<file path="src/rtl/hb_pkg.sv">
package hb_pkg;
    localparam int NLEG = 2;

    typedef struct packed {
        logic hs;
        logic ls;
    } leg_gate_t;

    // Per-leg decode: direction 1 selects high side, 0 selects low side.
    function automatic leg_gate_t leg_decode(input logic dir, input logic pwm);
        leg_gate_t g;
        g.hs = dir;
        g.ls = ~dir & pwm;
        return g;
    endfunction
endpackage

</file>
<file path="src/rtl/hb_sync.sv">
module hb_sync #(
    parameter int W = 2
) (
    input  logic         clk,
    input  logic         rst,
    input  logic [W-1:0] d,
    output logic [W-1:0] q
);
    logic [W-1:0] stage1;

    always_ff @(posedge clk) begin
        if (rst) begin
            stage1 <= '0;
            q      <= '0;
        end else begin
            stage1 <= d;
            q      <= stage1;
        end
    end
endmodule

</file>
<file path="src/rtl/hb_mode_timer.sv">
module hb_mode_timer #(
    parameter int DELAY = 60,
    parameter int W     = 2
) (
    input  logic         clk,
    input  logic         rst,
    input  logic [W-1:0] mode_req,
    output logic [W-1:0] mode_act,
    output logic         blank
);
    localparam int CW = (DELAY > 1) ? $clog2(DELAY) : 1;

    logic [CW-1:0] cnt;
    logic          busy;

    always_ff @(posedge clk) begin
        if (rst) begin
            cnt      <= '0;
            busy     <= 1'b0;
            mode_act <= '0;
        end else if (!busy) begin
            if (mode_req != mode_act) begin
                busy <= 1'b1;
                cnt  <= CW'(DELAY - 1);
            end
        end else if (cnt == '0) begin
            busy     <= 1'b0;
            mode_act <= mode_req;
        end else begin
            cnt <= cnt - 1'b1;
        end
    end

    assign blank = busy | (mode_req != mode_act);
endmodule

</file>
<file path="src/rtl/hb_fault_latch.sv">
module hb_fault_latch (
    input  logic clk,
    input  logic rst,
    input  logic fault,
    input  logic dir_rise,
    output logic latched
);
    always_ff @(posedge clk) begin
        if (rst)
            latched <= 1'b0;
        else if (fault)
            latched <= 1'b1;
        else if (latched && dir_rise)
            latched <= 1'b0;
    end
endmodule

</file>
<file path="src/rtl/hbridge_ctrl.sv">
module hbridge_ctrl
    import hb_pkg::*;
#(
    parameter int MODE_DELAY = 60
) (
    input  logic            clk,
    input  logic            rst,
    input  logic [NLEG-1:0] dir_in,
    input  logic            pwm_in,
    input  logic [NLEG-1:0] en_pin_in,
    input  logic [NLEG-1:0] hs_overtemp,
    input  logic [NLEG-1:0] ls_sat,
    input  logic            supply_uv,
    input  logic            supply_ov,
    output logic [NLEG-1:0] gate_hs,
    output logic [NLEG-1:0] gate_ls,
    output logic [NLEG-1:0] diag_drv,
    output logic [NLEG-1:0] diag_oe
);
    logic [NLEG-1:0] mode_q, dir_prev, dir_rise;
    logic [NLEG-1:0] mode_act, en_s, latched;
    logic            pwm_q, blank, supply_bad;

    always_ff @(posedge clk) begin
        if (rst) begin
            mode_q   <= '0;
            dir_prev <= '0;
            pwm_q    <= 1'b0;
        end else begin
            mode_q   <= dir_in;
            dir_prev <= mode_q;
            pwm_q    <= pwm_in;
        end
    end

    assign dir_rise   = mode_q & ~dir_prev;
    assign supply_bad = supply_uv | supply_ov;

    hb_sync #(.W(NLEG)) u_en_sync (
        .clk(clk), .rst(rst), .d(en_pin_in), .q(en_s)
    );

    hb_mode_timer #(.DELAY(MODE_DELAY), .W(NLEG)) u_timer (
        .clk(clk), .rst(rst), .mode_req(mode_q),
        .mode_act(mode_act), .blank(blank)
    );

    for (genvar g = 0; g < NLEG; g++) begin : g_leg
        leg_gate_t dec;
        logic      allow;

        hb_fault_latch u_latch (
            .clk(clk), .rst(rst),
            .fault(hs_overtemp[g] | ls_sat[g]),
            .dir_rise(dir_rise[g]),
            .latched(latched[g])
        );

        assign dec   = leg_decode(mode_act[g], pwm_q);
        assign allow = en_s[g] & ~latched[g] & ~blank & ~supply_bad;

        always_ff @(posedge clk) begin
            if (rst) begin
                gate_hs[g] <= 1'b0;
                gate_ls[g] <= 1'b0;
            end else begin
                gate_hs[g] <= allow & dec.hs;
                gate_ls[g] <= allow & dec.ls;
            end
        end

        assign diag_oe[g]  = latched[g];
        assign diag_drv[g] = 1'b0;
    end
endmodule

</file>
<file path="config.mk">
export PLATFORM = sky130hd
export DESIGN_NAME = hbridge_ctrl
export DESIGN_NICKNAME = d
export VERILOG_FILES = /design/src/rtl/hb_pkg.sv /design/src/rtl/hb_sync.sv /design/src/rtl/hb_mode_timer.sv /design/src/rtl/hb_fault_latch.sv /design/src/rtl/hbridge_ctrl.sv
export SDC_FILE = /design/constraint.sdc
export NUM_CORES = 1
export LEC_CHECK = 0
export BUFFER_PORTS_ARGS = -buffer_cell sky130_fd_sc_hd__buf_2
export CAP_MARGIN = 20
export CORE_UTILIZATION = 51
export CTS_CLUSTER_SIZE = 28
export DETAILED_ROUTE_END_ITERATION = 12
export GPL_ROUTABILITY_DRIVEN = 0
export GPL_TIMING_DRIVEN = 0
export PLACE_DENSITY = 0.79
export SYNTH_ARGS = -nofsm -noshare
export SYNTH_HDL_FRONTEND = slang
export SYNTH_SLANG_ARGS = --single-unit
</file>
<file path="constraint.sdc">
create_clock -name clk -period 1.8 [get_ports clk]
set_clock_uncertainty 0.05 [all_clocks]
set_input_delay 0.27 -clock clk [delete_from_list [all_inputs] [get_ports clk]]
set_output_delay 0.27 -clock clk [all_outputs]
set_load 0.05 [all_outputs]
</file>
==> out/results.ini <==
[power_and_ir_drop]
p_per_area_nw_per_um2 = 1078
swShare = 0.2632
p_comb_frac = 0.167
switchingPower_mw = 0.3171
pwr-share-clk = 0.325
power.internal_mw = 0.8876
ir_drop_v = 0.0006625
power.leakage_nw = 0.5055
power.total_mw = 1.205
seqPwrFrac = 0.508

[cts]
cts_root_buffer = clkbuf_4
cts_buffer_depth = 2
clk_pin_slew_worst_paths_ns = 0.13
cts_tree = done
cts_made_buffers = 3
clk_latency_ns = 0.32
htreeDepth = 1
hold_buffers = 0
clock-sinks = 24

[sta]
finalHoldViolCount = 0
setup_viol = 0
setup-tns-final_ns = 0
fmax_mhz = 617.2
maxSlewViolCount = 0
grt_setup_unrepaired = no
hold_ws_ns = 0.1055
timing.final.crit_period_ns = 1.620
worst_slack_ns = 0.1797
finalCritPeriodShare = 0.9002

[cells_and_area]
diodes = 0
area.sequential_um2 = 481.7
fill_cells = 146
final_area_um2 = 1117
drive_above_1_share = 0.2931
multi_input_area_um2 = 409.1
area_growth_pct = 20.19
final_nets = 132
fin_cells = 141
final_util = 0.6542
layout_commonest_cell = dfxtp_1
final_cell_mix = dfxtp_1, buf_2, nor2_1

[setup_path]
crit_type = flip-flop to flip-flop
r2r-start = u_timer.cnt[1]$_SDFFE_PP0P_
startpoint = u_timer.cnt[1]$_SDFFE_PP0P_
rrSetupSlack_ns = 0.18
cp.required_ns = 1.99
crit_path_max_fanout = 4
cp-start-kind = flip-flop
critPathArrivalTime_ns = 1.81
reg2reg_to = u_timer.cnt[1]$_SDFFE_PP0P_
worstSetupEndpointType = flip-flop
r2r_cells = 6
cp-endpoint = u_timer.cnt[1]$_SDFFE_PP0P_

[placed_design]
dp_worst_setup_slack_ns = 0.06149
postPlaceCellArea_um2 = 1055
placed_cells = 137
hpwl_um = 1180
numPortBuffers = 18

[floorplanning]
die_x_um = 44.70
dieArea_um2 = 1998
initial_core_util = 0.5443
die_y_um = 44.70
coreArea_um2 = 1708
num_io_pins = 21
rows = 15

[hold_path]
hp-class = primary input to flip-flop

[drt]
drt_iter0_markers = 14
drt_first_pass_iters = 4
wl_per_cell_um = 11.83
drcViolationCount = 0
drtAntennaViolNets = 0
vias_per_cell = 5.170
vias = 729
totalWireLength_um = 1668

[yosys]
synth.yosys.seq_area_share = 0.5168
syn_area_um2 = 929.6
synth.distinct_cells = 29
synthTopCellsByArea = dfxtp_1, nor2b_1, nor2_1
syn_avg_cell_area_um2 = 9.996
syn_inst = 93
yosys_warnings = 0
yosysTopAreaCell = dfxtp_1
yosysTopAreaCellShare = 0.5168
synth_seq_cells = 24

[status]
status = completed

[global_routing]
grt_max_degree = 15
grt_pass1_wl_um = 2725
grt_overflow = 0
grt_pass1_vias = 668
grt_antenna_before_repair = 0
grt_usage = 0.1887

[job]
drv_cap = 0

final cells by class:
type | instances | area share
Sequential cell | 24 | 0.4311
Multi-Input combinational cell | 60 | 0.3662
Timing Repair Buffer | 18 | 0.08063
Buffer | 6 | 0.03359
Tap cell | 25 | 0.02800
Clock inverter | 1 | 0.02688
Clock buffer | 3 | 0.02016
Inverter | 4 | 0.01344
power by group through the flow:
stage          Sequential (mW)  Combinational, mW  Clock, mW
5_1_grt                  0.620              0.219      0.419
4_1_cts                  0.609              0.193      0.393
2_1_floorplan            0.612              0.151          0
6_report                 0.612              0.201      0.391
3_5_place_dp             0.621              0.190          0
3_3_place_gp             0.619              0.184          0
logic make-up after synthesis:
family | count (synthesis) | synth area share
and+or+nand+nor | 35 | 0.2207
DFF | 24 | 0.5168
AOI/OAI and AO/OA | 17 | 0.1346
buffers and inverters | 10 | 0.05653
adders and majority gates | 2 | 0.02691
xor gates and xnor gates | 2 | 0.01885
muxes | 2 | 0.02154
other | 1 | 0.004034
synthesized netlist by cell type:
cell type / count
a31oi_1: 1
clkbuf_1: 2
a221oi_1: 1
nor2b_1: 7
nand2b_1: 1
ha_1: 2
dfxtp_1: 24
nor3_1: 2
mux2i_1: 2
a21bo_2: 1
o41ai_2: 1
xor2_1: 2
nand2_1: 5
or3_1: 2
conb_1: 1
or4_4: 1
a21oi_1: 4
a21o_2: 1
a22oi_1: 2
a311oi_1: 2
buf_4: 4
and4b_1: 2
nor4_2: 1
nor3b_1: 2
inv_1: 4
nor4b_1: 2
nor2_1: 10
o21ai_0: 3
a21boi_0: 1
worst min path at each step:
stage / startpoint / to / slack (ns) / cells past startpoint
global placement: u_en_sync.stage1[0]$_SDFF_PP0_ / u_en_sync.q[0]$_SDFF_PP0_ / 0.37 / 1
detailed placement: u_en_sync.stage1[0]$_SDFF_PP0_ / u_en_sync.q[0]$_SDFF_PP0_ / 0.38 / 1
floorplan: dir_in[0] / mode_q[0]$_SDFF_PP0_ / 0.35 / 1
CTS: dir_in[1] / mode_q[1]$_SDFF_PP0_ / 0.11 / 2
global route: dir_in[1] / mode_q[1]$_SDFF_PP0_ / 0.09 / 2
finish: dir_in[1] / mode_q[1]$_SDFF_PP0_ / 0.11 / 2
state kept, by name (all words and copies together), names as in the netlist:
| signal | flops |
|---|---|
| u_timer.cnt | 6 |
| dir_prev | 2 |
| g_leg.u_latch.latched | 2 |
| gate_hs | 2 |
| gate_ls | 2 |
| mode_q | 2 |
| u_en_sync.q | 2 |
| u_en_sync.stage1 | 2 |
| u_timer.mode_act | 2 |
| pwm_q | 1 |
| u_timer.busy | 1 |
critical path, stage by stage (launching register included):
cell      delay, ns
dfxtp_1        0.40
inv_1          0.09
ha_1           0.22
nor3b_2        0.18
nand2_1        0.17
nand2_1        0.15
a221oi_1       0.29
per-layer routing:
layer | part of all wire | global-route usage
met1 | 0.46 | 0.2423
met2 | 0.45 | 0.2971
met3 | 0.077 | 0.04400
met4 | 0.019 | 0.09697
met5 | 0 | 0
timing repair:
action,4_1_cts,5_1_grt
buffers inserted,0,0
pin swaps,0,1
gates resized for setup,1,3
endpoints found under the setup margin,1,4
Power figures use the tool's default switching activity.
